## src/rtl/cardrd_pkg.sv

```systemverilog
package cardrd_pkg;

    typedef enum logic [2:0] {
        ST_IDLE,
        ST_TOKEN,
        ST_PAYLOAD,
        ST_OFFER,
        ST_CHK_HI,
        ST_CHK_LO,
        ST_FINISH
    } rx_state_t;

    localparam logic [7:0] IDLE_BYTE   = 8'hFF;
    localparam logic [7:0] START_TOKEN = 8'hFE;

    localparam logic [7:0] CODE_OK      = 8'h00;
    localparam logic [7:0] CODE_CHKFAIL = 8'h08;
    localparam logic [7:0] CODE_GENERIC = 8'h80;

    localparam logic [15:0] CRC_POLY = 16'h1021;

    // One byte through the CRC16 register, most significant bit first.
    function automatic logic [15:0] crc16_step(input logic [15:0] crc_in,
                                               input logic [7:0]  data);
        logic [15:0] c;
        c = crc_in ^ {data, 8'h00};
        for (int b = 0; b < 8; b++) begin
            c = c[15] ? ((c << 1) ^ CRC_POLY) : (c << 1);
        end
        return c;
    endfunction

endpackage

```

## src/rtl/cardrd_down_cnt.sv

```systemverilog
module cardrd_down_cnt #(
    parameter int W = 8
) (
    input  logic         clk,
    input  logic         rst_n,
    input  logic         load,
    input  logic [W-1:0] load_val,
    input  logic         dec,
    output logic         last,
    output logic         zero
);
    logic [W-1:0] cnt_q;

    always_ff @(posedge clk) begin
        if (!rst_n) begin
            cnt_q <= '0;
        end else if (load) begin
            cnt_q <= load_val;
        end else if (dec) begin
            cnt_q <= cnt_q - 1'b1;
        end
    end

    assign last = (cnt_q == W'(1));
    assign zero = (cnt_q == '0);
endmodule

```

## src/rtl/cardrd_poll_timer.sv

```systemverilog
module cardrd_poll_timer #(
    parameter int LIMIT = 3_000_000
) (
    input  logic clk,
    input  logic rst_n,
    input  logic clr,
    input  logic tick,
    output logic final_poll
);
    localparam int CW = (LIMIT < 2) ? 1 : $clog2(LIMIT + 1);
    localparam logic [CW-1:0] LAST_IDX = CW'(LIMIT - 1);

    logic [CW-1:0] polls_q;

    always_ff @(posedge clk) begin
        if (!rst_n) begin
            polls_q <= '0;
        end else if (clr) begin
            polls_q <= '0;
        end else if (tick) begin
            polls_q <= polls_q + 1'b1;
        end
    end

    // High while the poll about to complete is the last one permitted.
    assign final_poll = (polls_q == LAST_IDX);
endmodule

```

## src/rtl/cardrd_crc16.sv

```systemverilog
module cardrd_crc16
    import cardrd_pkg::*;
(
    input  logic        clk,
    input  logic        rst_n,
    input  logic        clr,
    input  logic        en,
    input  logic [7:0]  din,
    output logic [15:0] crc
);
    logic [15:0] crc_q;

    always_ff @(posedge clk) begin
        if (!rst_n) begin
            crc_q <= '0;
        end else if (clr) begin
            crc_q <= '0;
        end else if (en) begin
            crc_q <= crc16_step(crc_q, din);
        end
    end

    assign crc = crc_q;
endmodule

```

## src/rtl/cardrd_block_rx.sv

```systemverilog
module cardrd_block_rx
    import cardrd_pkg::*;
#(
    parameter int CNT_W         = 16,
    parameter int SZ_W          = 12,
    parameter int TIMEOUT_POLLS = 3_000_000,
    parameter bit CRC_CHECK     = 1'b1
) (
    input  logic             clk,
    input  logic             rst_n,
    input  logic             start,
    input  logic [CNT_W-1:0] blk_count,
    input  logic [SZ_W-1:0]  blk_size,
    output logic             xchg_req,
    output logic [7:0]       xchg_tx,
    input  logic             xchg_ack,
    input  logic [7:0]       xchg_rx,
    output logic             pay_valid,
    output logic [7:0]       pay_data,
    input  logic             pay_ready,
    output logic [7:0]       status,
    output logic             done
);
    rx_state_t state_q, state_d;

    logic       xchg_fire;
    logic       blk_load, blk_dec, blk_last;
    logic       byte_load, byte_dec, byte_last;
    logic       poll_clr, poll_tick, poll_final;
    logic       crc_clr, crc_en, chk_match;
    logic       size_we, data_we, hi_we, status_we;
    logic [7:0] status_d, status_q;
    logic [7:0] data_q, chk_hi_q;
    logic [SZ_W-1:0] size_q;
    logic       unused_zero_blk, unused_zero_byte;

    assign xchg_fire = xchg_req & xchg_ack;

    // ---------------- datapath helpers ----------------
    cardrd_down_cnt #(.W(CNT_W)) u_blk_left (
        .clk      (clk),
        .rst_n    (rst_n),
        .load     (blk_load),
        .load_val (blk_count),
        .dec      (blk_dec),
        .last     (blk_last),
        .zero     (unused_zero_blk)
    );

    cardrd_down_cnt #(.W(SZ_W)) u_byte_left (
        .clk      (clk),
        .rst_n    (rst_n),
        .load     (byte_load),
        .load_val (size_q),
        .dec      (byte_dec),
        .last     (byte_last),
        .zero     (unused_zero_byte)
    );

    cardrd_poll_timer #(.LIMIT(TIMEOUT_POLLS)) u_poll (
        .clk        (clk),
        .rst_n      (rst_n),
        .clr        (poll_clr),
        .tick       (poll_tick),
        .final_poll (poll_final)
    );

    generate
        if (CRC_CHECK) begin : g_crc
            logic [15:0] crc_val;
            cardrd_crc16 u_crc (
                .clk   (clk),
                .rst_n (rst_n),
                .clr   (crc_clr),
                .en    (crc_en),
                .din   (xchg_rx),
                .crc   (crc_val)
            );
            assign chk_match = (crc_val == {chk_hi_q, xchg_rx});
        end else begin : g_nocrc
            logic unused_crc;
            assign unused_crc = crc_clr ^ crc_en;
            assign chk_match  = 1'b1;
        end
    endgenerate

    // ---------------- state register ----------------
    always_ff @(posedge clk) begin
        if (!rst_n) begin
            state_q <= ST_IDLE;
        end else begin
            state_q <= state_d;
        end
    end

    // ---------------- next-state and control ----------------
    always_comb begin
        state_d   = state_q;
        status_d  = status_q;
        status_we = 1'b0;
        size_we   = 1'b0;
        data_we   = 1'b0;
        hi_we     = 1'b0;
        blk_load  = 1'b0;
        blk_dec   = 1'b0;
        byte_load = 1'b0;
        byte_dec  = 1'b0;
        poll_clr  = 1'b0;
        poll_tick = 1'b0;
        crc_clr   = 1'b0;
        crc_en    = 1'b0;

        unique case (state_q)
            ST_IDLE: begin
                if (start) begin
                    size_we  = 1'b1;
                    blk_load = 1'b1;
                    poll_clr = 1'b1;
                    crc_clr  = 1'b1;
                    if (blk_count == '0) begin
                        status_d  = CODE_OK;
                        status_we = 1'b1;
                        state_d   = ST_FINISH;
                    end else begin
                        state_d = ST_TOKEN;
                    end
                end
            end

            ST_TOKEN: begin
                if (xchg_fire) begin
                    if (xchg_rx == IDLE_BYTE) begin
                        if (poll_final) begin
                            status_d  = CODE_GENERIC;
                            status_we = 1'b1;
                            state_d   = ST_FINISH;
                        end else begin
                            poll_tick = 1'b1;
                        end
                    end else if (xchg_rx == START_TOKEN) begin
                        byte_load = 1'b1;
                        state_d   = (size_q == '0) ? ST_CHK_HI : ST_PAYLOAD;
                    end else begin
                        status_d  = CODE_GENERIC;
                        status_we = 1'b1;
                        state_d   = ST_FINISH;
                    end
                end
            end

            ST_PAYLOAD: begin
                if (xchg_fire) begin
                    data_we = 1'b1;
                    crc_en  = 1'b1;
                    state_d = ST_OFFER;
                end
            end

            ST_OFFER: begin
                if (pay_ready) begin
                    byte_dec = 1'b1;
                    state_d  = byte_last ? ST_CHK_HI : ST_PAYLOAD;
                end
            end

            ST_CHK_HI: begin
                if (xchg_fire) begin
                    hi_we   = 1'b1;
                    state_d = ST_CHK_LO;
                end
            end

            ST_CHK_LO: begin
                if (xchg_fire) begin
                    if (!chk_match) begin
                        status_d  = CODE_CHKFAIL;
                        status_we = 1'b1;
                        state_d   = ST_FINISH;
                    end else if (blk_last) begin
                        status_d  = CODE_OK;
                        status_we = 1'b1;
                        state_d   = ST_FINISH;
                    end else begin
                        blk_dec  = 1'b1;
                        poll_clr = 1'b1;
                        crc_clr  = 1'b1;
                        state_d  = ST_TOKEN;
                    end
                end
            end

            ST_FINISH: begin
                state_d = ST_IDLE;
            end

            default: begin
                state_d = ST_IDLE;
            end
        endcase
    end

    // ---------------- data registers ----------------
    always_ff @(posedge clk) begin
        if (!rst_n) begin
            status_q <= CODE_OK;
            data_q   <= '0;
            chk_hi_q <= '0;
            size_q   <= '0;
        end else begin
            if (status_we) status_q <= status_d;
            if (data_we)   data_q   <= xchg_rx;
            if (hi_we)     chk_hi_q <= xchg_rx;
            if (size_we)   size_q   <= blk_size;
        end
    end

    // ---------------- outputs ----------------
    always_comb begin
        xchg_req  = 1'b0;
        pay_valid = 1'b0;
        done      = 1'b0;
        unique case (state_q)
            ST_TOKEN, ST_PAYLOAD, ST_CHK_HI, ST_CHK_LO: xchg_req  = 1'b1;
            ST_OFFER:                                   pay_valid = 1'b1;
            ST_FINISH:                                  done      = 1'b1;
            default: ;
        endcase
    end

    assign xchg_tx  = IDLE_BYTE;
    assign pay_data = data_q;
    assign status   = status_q;

endmodule

```

## config.mk

```make
export PLATFORM = sky130hd
export DESIGN_NAME = cardrd_block_rx
export DESIGN_NICKNAME = d
export VERILOG_FILES = /design/src/rtl/cardrd_pkg.sv /design/src/rtl/cardrd_down_cnt.sv /design/src/rtl/cardrd_poll_timer.sv /design/src/rtl/cardrd_crc16.sv /design/src/rtl/cardrd_block_rx.sv
export SDC_FILE = /design/constraint.sdc
export NUM_CORES = 1
export LEC_CHECK = 0
export ABC_CLOCK_PERIOD_IN_PS = 2960
export CELL_PAD_IN_SITES_DETAIL_PLACEMENT = 1
export CELL_PAD_IN_SITES_GLOBAL_PLACEMENT = 2
export CORE_MARGIN = 8
export CORE_UTILIZATION = 31
export DETAILED_ROUTE_END_ITERATION = 10
export PLACE_DENSITY_LB_ADDON = 0.1
export SLEW_MARGIN = 10
export SYNTH_ARGS = -nofsm -noshare
export SYNTH_HDL_FRONTEND = slang
export SYNTH_HIERARCHICAL = 1
export SYNTH_SLANG_ARGS = --single-unit
```

## constraint.sdc

```tcl
create_clock -name clk -period 2.96 [get_ports clk]
set_input_delay 0.592 -clock clk [delete_from_list [all_inputs] [get_ports clk]]
set_output_delay 0.592 -clock clk [all_outputs]
set_load 0.1 [all_outputs]
```

=== Yosys cells after proc, flatten, opt, wreduce, memory -nomap -nowiden ===
Index checks and enable logic that the tools add are counted.

* Logic and storage cells: 125
* Output and inout bits: 27
* Bits of input ports: 41
* Bits in registers: 105

* Bitwise operators: 11
* Eq/ne operators: 22
* Multiplexer cells: 70
* Add/sub/neg operators: 3
* Reductions and logical operators: 10

{| class="wikitable"
|+ Operators by type and width
! kind !! count
|-
| 13-bit two-way mux || 8
|-
| 8-bit two-way mux || 9
|-
| 3-bit two-way mux || 14
|-
| 16-bit two-way mux || 2
|-
| 1-bit two-way mux || 31
|-
| 12-bit two-way mux || 2
|-
| 3-bit NOT || 8
|-
| 8-bit one-hot mux with 3 select lines || 1
|-
| 22-bit by 1-bit adder with 22-bit output, second input constant || 1
|-
| 22-bit == test, second input constant || 1
|-
| 3-bit one-hot mux with 6 select lines || 1
|-
| 16-bit by 1-bit == test with 1-bit output, second input constant || 1
|-
| 16-bit == test || 1
|-
| 8-bit == test, second input constant || 2
|-
| 16-bit logical NOT || 1
|-
| 16-bit by 1-bit subtractor with 16-bit output, second input constant || 1
|-
| 16-bit bitwise XOR || 1
|-
| 2-bit inequality test, second input constant || 7
|-
| 12-bit by 1-bit == test with 1-bit output, second input constant || 1
|-
| 12-bit logical NOT || 1
|-
| 12-bit by 1-bit subtractor with 12-bit output, second input constant || 1
|-
| 3-bit == test, second input constant || 3
|-
| 3-bit inequality test, second input constant || 3
|-
| 9-bit AND reduction || 1
|-
| other kinds (12) || 14
|}

=== Logic depth before layout (Yosys ltp) ===
Gate-level depths: netlist of the first run.

* Word-level depth: 17
* Depth in mapped cells: 14
* Gate-level depth less buffers: 11

=== Cells and area by module ===
Netlist of the first run, hierarchy kept.

{| class="wikitable"
|+ Modules (own cells, without submodules)
! module !! seq. area each (um^2) !! cells each !! times used !! area each (um^2)
|-
| cardrd_block_rx || 660.6 || 231 || 1 || 1918.1
|-
| cardrd_poll_timer || 440.4 || 125 || 1 || 1048.5
|-
| cardrd_crc16 || 320.3 || 79 || 1 || 973.4
|-
| cardrd_down_cnt (u_blk_left) || 320.3 || 108 || 1 || 884.6
|-
| cardrd_down_cnt (u_byte_left) || 240.2 || 83 || 1 || 721.9
|}

=== Worst setup path after synthesis of the first run ===
No wires, ideal clock.

* Kind: reg2reg
* From: register state_q[0]
* To: register u_blk_left.cnt_q[7]
* Arrival: 3.834 ns
* Cell stages (with the launch flop): 12
* Setup time: 0.133 ns
* Period minus slack after synthesis: 3.966 ns
* Path buffers: 3
* Data required time: 2.827 ns
* Setup slack: -1.006 ns
* Cells stage by stage: dfxtp_1 -> buf_2 -> nor2_1 -> xnor2_1 -> nand2_1 -> nor2_1 -> clkbuf_1 -> or3b_2 -> clkbuf_1 -> nor4_1 -> xnor2_1 -> a21oi_1

* Word-level cells in the longest chain between the ends: 7
* Elaborated cells between the ends (all ways): 13
* Classes of those cells: 4 x eq/ne; 5 x mux; 1 x bitwise; 3 x reduce/logical

{| class="wikitable"
|+ Ends and longest elaborated chain
! element !! RTL line !! text
|-
| start: declaration || cardrd_block_rx.sv:24 || <nowiki>rx_state_t state_q, state_d;</nowiki>
|-
| start signal: assignment || cardrd_block_rx.sv:92 || <nowiki>state_q <= state_d;</nowiki>
|-
| 3-bit by 1-bit == test with 1-bit output, or another cell as far along || cardrd_block_rx.sv:222 || <nowiki>unique case (state_q)</nowiki>
|-
| 4-bit OR reduction * || cardrd_block_rx.sv:222 ||
|-
| 1-bit two-way mux * || cardrd_block_rx.sv:222 ||
|-
| net xchg_req || cardrd_block_rx.sv:14 || <nowiki>output logic xchg_req,</nowiki>
|-
| 1-bit AND * || cardrd_block_rx.sv:37 || <nowiki>assign xchg_fire = xchg_req & xchg_ack;</nowiki>
|-
| 1-bit two-way mux * || cardrd_block_rx.sv:174 || <nowiki>if (xchg_fire) begin</nowiki>
|-
| 1-bit two-way mux * || cardrd_block_rx.sv:113 || <nowiki>unique case (state_q)</nowiki>
|-
| net blk_dec || cardrd_block_rx.sv:27 || <nowiki>logic blk_load, blk_dec, blk_last;</nowiki>
|-
| 2-bit nonzero test (no line) * || n/a ||
|-
| end signal: assignment || cardrd_down_cnt.sv:18 || <nowiki>cnt_q <= load_val;</nowiki>
|-
| end signal: assignment || cardrd_down_cnt.sv:20 || <nowiki>cnt_q <= cnt_q - 1'b1;</nowiki>
|-
| end: declaration || cardrd_down_cnt.sv:12 || <nowiki>logic [W-1:0] cnt_q;</nowiki>
|}

The timed path passes the listed nets; every way through them passes the cells marked *.
A chain may end at the register's enable or synchronous reset.

=== Worst setup path in the final report of the first run ===
* From: input xchg_rx[1]
* To: register u_blk_left.cnt_q[15]

* Word-level cells in the longest chain between the ends: 5

{| class="wikitable"
|+ Ends and longest elaborated chain
! element !! RTL line !! text
|-
| start: declaration || cardrd_block_rx.sv:17 || <nowiki>input logic [7:0] xchg_rx,</nowiki>
|-
| 16-bit == test || cardrd_block_rx.sv:79 || <nowiki>assign chk_match = (crc_val == {chk_hi_q, xchg_rx});</nowiki>
|-
| 1-bit two-way mux || cardrd_block_rx.sv:175 || <nowiki>if (!chk_match) begin</nowiki>
|-
| 1-bit two-way mux || cardrd_block_rx.sv:174 ||
|-
| 1-bit two-way mux || cardrd_block_rx.sv:113 ||
|-
| net blk_dec || cardrd_block_rx.sv:27 ||
|-
| 2-bit nonzero test (no line) || n/a ||
|}

The timed path passes the listed nets, and every way through them passes these cells.

==> metrics.txt, run 1 <==
outcome completed; share of final-layout standard cells stronger than drive strength 1 between 10% and 20%; element type at the critical path end flop; total gr overflow 0; startpoint type of the worst setup path input pin; final-stage net count between 700 and 800; clock latency reported for the late side of the worst-skew pair about 0.35 ns; net switching power 1.87 mW; Core ar. around 18000 um2; clock transition at the registers of the reported paths around 0.070 ns; total clock buffers created by CTS 9; reported leakage power 2.62 nW; top library cells by usage in the layout, fill and taps aside dfxtp_1 (98), buf_4 (68), nand2_1 (67), xnor2_1 (47), nor2_1 (38); gate count after technology mapping 624; Final Cycle Share a little over nine tenths; share of total power consumed by net switching 37.8%; power share of the clock group 25.1%; Avg Inst Size Synth 8.87 um2; Initial Utilization 31.2%; number of buffers added on ports 53; total iterations of the first detailed-routing run 4; relative max-transition margin 59.0%; Worst Path Max Fanout 8; crit path setup slack, layout between 0.1 and 0.15 ns; share of total power in combinational logic around two fifths; final antenna-violating net count 0; average via count per standard cell between 5 and 6; standard cell with the maximum stage delay on the critical path or3b_4; antenna diode count 0; CP peak stage delay 0.47 ns; routed wire length 16400 um; shortest clock period the worst path allows after layout approximately 2.8 ns; number of global-route vias before repair slightly above 5k; # hold bufs at CTS 0; Power Internal 3.07 mW; maximum level of the CTS H-tree 3; Post-Synthesis Cell Area around 5500 um2; area added between synthesis and finish 29.3%; actual slew at the worst max-slew pin 0.606 ns; first-pass GRT wire length 26200 um; Core Rows 49; die height around 150 um; total number of vias just under 5k; part of the power in registers between 30% and 40%; largest net degree at the start of global routing 30; critical path class input pin to flop; clock tree from TritonCTS built; total die area about 22000 um2; gr usage total between 10 and 15%; leading cell type in the layout, fill and taps excluded dfxtp_1; data arrival at the endpoint of the critical path just over 3 ns; die span in x approximately 150 um; RSZ-0062 raised after global routing no; max-cap viol count 0; Data required, critical path roughly 3.2 ns; placement-stage worst setup slack -0.459 ns; summed negative setup slack over all endpoints 0 ns; Max clock buf depth 2; io pins 68; maximum clock skew at final layout about 0.011 ns; detailed router's first-iteration violation count 219; end-of-flow core utilization between 40 and 50%; highest clock frequency the design can meet ~0.35 GHz; number of warnings printed during yosys synthesis 6; number of failing hold endpoints at the final stage 0; Pwr per Cell Area roughly 690 nW/um2; gpl congestion between 0.8 and 0.9; Root Buffer Master clkbuf_16; Routed WL per cell about 17 um; Post-route DRC 0; cells along the critical path clkdlybuf4s50_1, xnor2_1, nand4_1, nor4_4, buf_4, nand4_4, nor2_2, or3b_4, or4_1, a31oi_1; maximum ir drop on the vdd rail roughly 510 uV; count of final setup violators 0; pins over their slew limit 0; initial antenna violation count 0; detailed-placement wirelength estimate roughly 12000 um; Hold WC Path Type flop to flop; clock sink count approximately 100
## metal layers
layer,routed length (um),GRT usage [%],vias to the layer above
li1,-,-,2405
met5,0,0,-
met3,449,2.57,16
met4,233,5.20,0
met2,7820,23.9,52
met1,7860,19.0,2352
## power groups by stage
stage	clock network, mW	logic [mW]	registers (mW)
2_1_floorplan	0	1.25	1.74
3_3_place_gp	0	1.85	1.70
3_5_place_dp	0	1.89	1.71
4_1_cts	1.28	1.94	1.69
5_1_grt	1.33	2.18	1.72
6_report	1.24	2.01	1.69
## worst max-delay path, delay by kind of cell
| family | cells | cell delay, ns |
|---|---|---|
| compound gates | 1 | 0.17 |
| xor+xnor | 1 | 0.21 |
| buf+inv | 2 | 0.61 |
| simple gates | 6 | 1.53 |
## sequential cells by signal, summed over array words and instances (netlist names)
signal / cells
g_crc.u_crc/crc: 16
u_poll/polls_q: 22
u_byte_left/cnt_q: 12
size_q: 12
pay_data: 8
status: 2
state_q: 3
u_blk_left/cnt_q: 16
chk_hi_q: 8
## area by class of cell
class | instances | area [um2]
tap | 229 | 287
timing repair buffer | 117 | 1060
clock inverter | 3 | 46.3
multi-input combinational | 478 | 3460
inverter | 15 | 56.3
sequential | 99 | 1980
clock buffer | 13 | 260
fill | 2041 | 10600
## through the flow
stage	instance area [um2]	instances	hold slack, ns	total power, mW
after floorplan	5600	636	0.452	2.98
after CTS	7000	950	0.486	4.91
final	7160	954	0.478	4.95
after detailed placement	6650	934	0.463	3.61
after global routing	7160	954	0.495	5.23
after global placement	6650	934	0.456	3.55
## worst paths after layout
path              slack, ns                                end                              from  depth (start not counted)
setup / recovery       0.12  u_blk_left/cnt_q[15]$_SDFFE_PN0P_                        xchg_rx[1]                         10
hold / removal         0.48           pay_data[3]$_SDFFE_PN0P_          pay_data[3]$_SDFFE_PN0P_                          2
setup reg to reg       0.15    g_crc.u_crc/crc[3]$_SDFFE_PP0P_  u_blk_left/cnt_q[5]$_SDFFE_PN0P_                         10
hold reg to reg        0.48           pay_data[3]$_SDFFE_PN0P_          pay_data[3]$_SDFFE_PN0P_                          2
## timing repair
| action | 4_1_cts | 5_1_grt |
|---|---|---|
| setup endpoints to repair | 42 | 45 |
| resized for setup | 9 | 26 |
| buffers inserted | 0 | 3 |
| pin swaps | 1 | 6 |
| gates cloned | 0 | 2 |
Note: power is estimated with default switching activity, not from simulation.
==> run 2, diff against run 1 <==
--- a/config.mk
+++ b/config.mk
@@ -9,9 +9,11 @@
 export CELL_PAD_IN_SITES_DETAIL_PLACEMENT = 1
 export CELL_PAD_IN_SITES_GLOBAL_PLACEMENT = 2
 export CORE_MARGIN = 8
-export CORE_UTILIZATION = 31
+export CORE_UTILIZATION = 32
+export CTS_BUF_LIST = sky130_fd_sc_hd__clkbuf_4 sky130_fd_sc_hd__clkbuf_8
 export DETAILED_ROUTE_END_ITERATION = 10
-export PLACE_DENSITY_LB_ADDON = 0.1
+export PLACE_DENSITY = 0.75
+export SKIP_LAST_GASP = 1
 export SLEW_MARGIN = 10
 export SYNTH_ARGS = -nofsm -noshare
 export SYNTH_HDL_FRONTEND = slang
==> metrics.txt, run 2 (same netlist as run 1, synthesis figures left out) <==
outcome completed; total die area 21800 um2 (-2.8%); final standard cell area without fillers 6950 um2 (-2.8%); storage element area 1980 um2 (about the same); final-stage net count 763 (-0.52%); routed wire length 15800 um (-3.3%); RSZ-0062 raised after global routing yes; final instance count without filler cells 946 (-0.84%); pins over their slew limit 0 (unchanged); total number of vias 4785 (-0.83%); net switching power 1.78 mW (-5.0%); Routed met3 length 393 um (-12%); detailed router's first-iteration violation count 167 (-24%); data arrival at the endpoint of the critical path 3.14 ns (+0.03 ns); power consumption 4.61 mW (-6.9%); number of placed instances, taps included 927 (-0.75%); clock sink count 99 (unchanged); relative max-transition margin 50.8% (-8.2 points); Data required, critical path 3.25 ns (+0.02 ns); Hold WC Path Type flop to flop; Reg with most FFs u_poll/polls_q; Core ar. 17100 um2 (-3.4%); met2 wire length 7410 um (-5.2%); die span in x 148 um (-1.4%); first-pass GRT wire length 25900 um (-1.4%); max-cap viol count 0 (unchanged); Root Buffer Master clkbuf_8; clock tree from TritonCTS built; highest metal used met4; Final Cycle Share 96.2% (+0.31 points); initial antenna violation count 0 (unchanged); startpoint type of the worst setup path flop; detailed-placement wirelength estimate 12100 um (-1.7%); met1 wire length 7750 um (-1.4%); element type at the critical path end flop; top library cells by usage in the layout, fill and taps aside dfxtp_1 (99), nand2_1 (67), buf_4 (67), xnor2_1 (46); Pwr per Cell Area 663 nW/um2 (-4.1%); maximum ir drop on the vdd rail 562 uV (+11%); Post-route DRC 0 (unchanged); area of the multi-input gates 3410 um2 (-1.5%); part of the power in registers 37.1% (+2.9 points); share of final-layout standard cells stronger than drive strength 1 18.2% (-1.1 points); Initial Utilization 32.3% (+1.1 points); Worst Path Max Fanout 8 (unchanged); largest net degree at the start of global routing 36 (+20%); hold path depth 2 (unchanged); count of final setup violators 0 (unchanged); crit path setup slack, layout 0.111 ns (-0.00926 ns); depth of the worst register-to-register path 11 (+1); critical path class flop to flop; Hold Path Sink pay_data[7]$_SDFFE_PN0P_; total clock buffers created by CTS 9 (unchanged); number of global-route vias before repair 5133 (+1.6%); share of total power in combinational logic 41.5% (+0.8 points); Routed WL per cell 16.7 um (-2.5%); Max clock buf depth 2 (unchanged); antenna diode count 0 (unchanged); total gr overflow 0 (unchanged); number of failing hold endpoints at the final stage 0 (unchanged); number of buffers added on ports 53 (unchanged); leading cell type in the layout, fill and taps excluded dfxtp_1; reported leakage power 2.54 nW (-3.2%); flip-flop count of the largest register, all copies and words added 22 (unchanged); highest clock frequency the design can meet 0.351 GHz (-0.33%); gr usage total 14.5% (-0.13 points); power share of the clock group 21.4% (-3.7 points); placement-stage worst setup slack -0.436 ns (+0.0232 ns); startpoint of the worst register-to-register path u_blk_left/cnt_q[6]$_SDFFE_PN0P_; maximum clock skew at final layout 0.0113 ns (+0.000678 ns); maximum level of the CTS H-tree 3 (unchanged); gpl congestion 0.833 (+1.6%); Fill cells 1988 (-2.6%); total iterations of the first detailed-routing run 6 (+2); share of total power consumed by net switching 38.6% (+0.76 points); Post-DP Area 6610 um2 (-0.60%); setup slack on the worst flop-to-flop path 0.11 ns (-0.04 ns); shortest clock period the worst path allows after layout 2.85 ns (+0.00926 ns); io pins 68 (unchanged); die height 148 um (-1.4%); Core Rows 48 (-2.0%); clock latency reported for the late side of the worst-skew pair 0.38 ns (+0.03 ns); reg2reg end g_crc.u_crc/crc[4]$_SDFFE_PP0P_; final antenna-violating net count 0 (unchanged); # hold bufs at CTS 0 (unchanged); clock transition at the registers of the reported paths 0.10 ns (+0.03 ns); actual slew at the worst max-slew pin 0.728 ns (+0.122 ns); start point of the worst hold path pay_data[7]$_SDFFE_PN0P_; area added between synthesis and finish 25.6%; Power Internal 2.83 mW (-8.0%); average via count per standard cell 5.06 (about the same)
==> run 2: worst max-delay path by stage <==
stage,slack [ns],cells past startpoint,start,end
finish,0.11,11,u_blk_left/cnt_q[6]$_SDFFE_PN0P_,g_crc.u_crc/crc[4]$_SDFFE_PP0P_
global route,-0.008,10,u_blk_left/cnt_q[6]$_SDFFE_PN0P_,g_crc.u_crc/crc[13]$_SDFFE_PP0P_
CTS,0.0003,11,u_blk_left/cnt_q[5]$_SDFFE_PN0P_,g_crc.u_crc/crc[5]$_SDFFE_PP0P_
detailed placement,-0.44,10,xchg_rx[0],u_blk_left/cnt_q[7]$_SDFFE_PN0P_
global placement,-0.38,10,xchg_rx[0],u_blk_left/cnt_q[7]$_SDFFE_PN0P_
floorplan,0.02,11,xchg_rx[2],u_blk_left/cnt_q[7]$_SDFFE_PN0P_
==> run 2: worst max-delay path, cell delays in order (launching register included) <==
cell and delay [ns]:
dfxtp_1 0.33, or4_4 0.55, or4b_4 0.56, nor4b_4 0.26, inv_1 0.09, nand4_2 0.09
buf_4 0.14, o21ai_1 0.09, buf_4 0.16, nand2b_4 0.16, clkbuf_16 0.19, a211oi_1 0.15
==> run 2: metal layers <==
metal,global-route usage [%],vias to the layer above
li1,-,2393
met1,18.8,2312
met2,23.9,63
met3,2.26,17
met4,5.46,0
met5,0,-
==> run 2: power by group through the flow <==
| stage | logic [mW] | clock network [mW] | registers [mW] |
|---|---|---|---|
| after floorplan | 1.25 | 0 | 1.74 |
| after global placement | 1.80 | 0 | 1.72 |
| after detailed placement | 1.84 | 0 | 1.73 |
| after CTS | 1.87 | 1.03 | 1.71 |
| after global routing | 2.07 | 1.08 | 1.74 |
| final | 1.91 | 0.987 | 1.71 |
==> run 2: per-stage QoR <==
| step | hold slack (ns) | setup TNS (ns) | util [%] |
|---|---|---|---|
| 2_1_floorplan | 0.452 | 0 | - |
| 3_3_place_gp | 0.457 | -7.76 | 38.6 |
| 3_5_place_dp | 0.469 | -8.96 | 38.6 |
| 4_1_cts | 0.485 | 0 | 40.2 |
| 5_1_grt | 0.513 | -0.0153 | 40.6 |
| 6_report | 0.477 | 0 | 40.6 |
==> run 2: final cells by class <==
cell class / count / area share [%]
clock inverter: 6 / 1.30
tap: 225 / 4.05
timing repair buffer: 113 / 14.4
inverter: 15 / 0.810
sequential: 99 / 28.5
clock buffer: 10 / 1.89
multi-input combinational: 478 / 49.1
==> run 2: timing repair <==
| action | 4_1_cts | 5_1_grt |
|---|---|---|
| gates resized for setup | 6 | 14 |
| setup buffers | 1 | 0 |
| setup endpoints to repair | 46 | 46 |
| pin swaps | 1 | 2 |
| gates cloned | 0 | 2 |
==> run 3, diff against run 2 <==
--- a/config.mk
+++ b/config.mk
@@ -12,6 +12,7 @@
 export CORE_UTILIZATION = 32
 export CTS_BUF_LIST = sky130_fd_sc_hd__clkbuf_4 sky130_fd_sc_hd__clkbuf_8
 export DETAILED_ROUTE_END_ITERATION = 10
+export GPL_TIMING_DRIVEN = 1
 export PLACE_DENSITY = 0.75
 export SKIP_LAST_GASP = 1
 export SLEW_MARGIN = 10
==> results of run 3 <==
Final layout, timing and power as in run 2 (identical DEF).
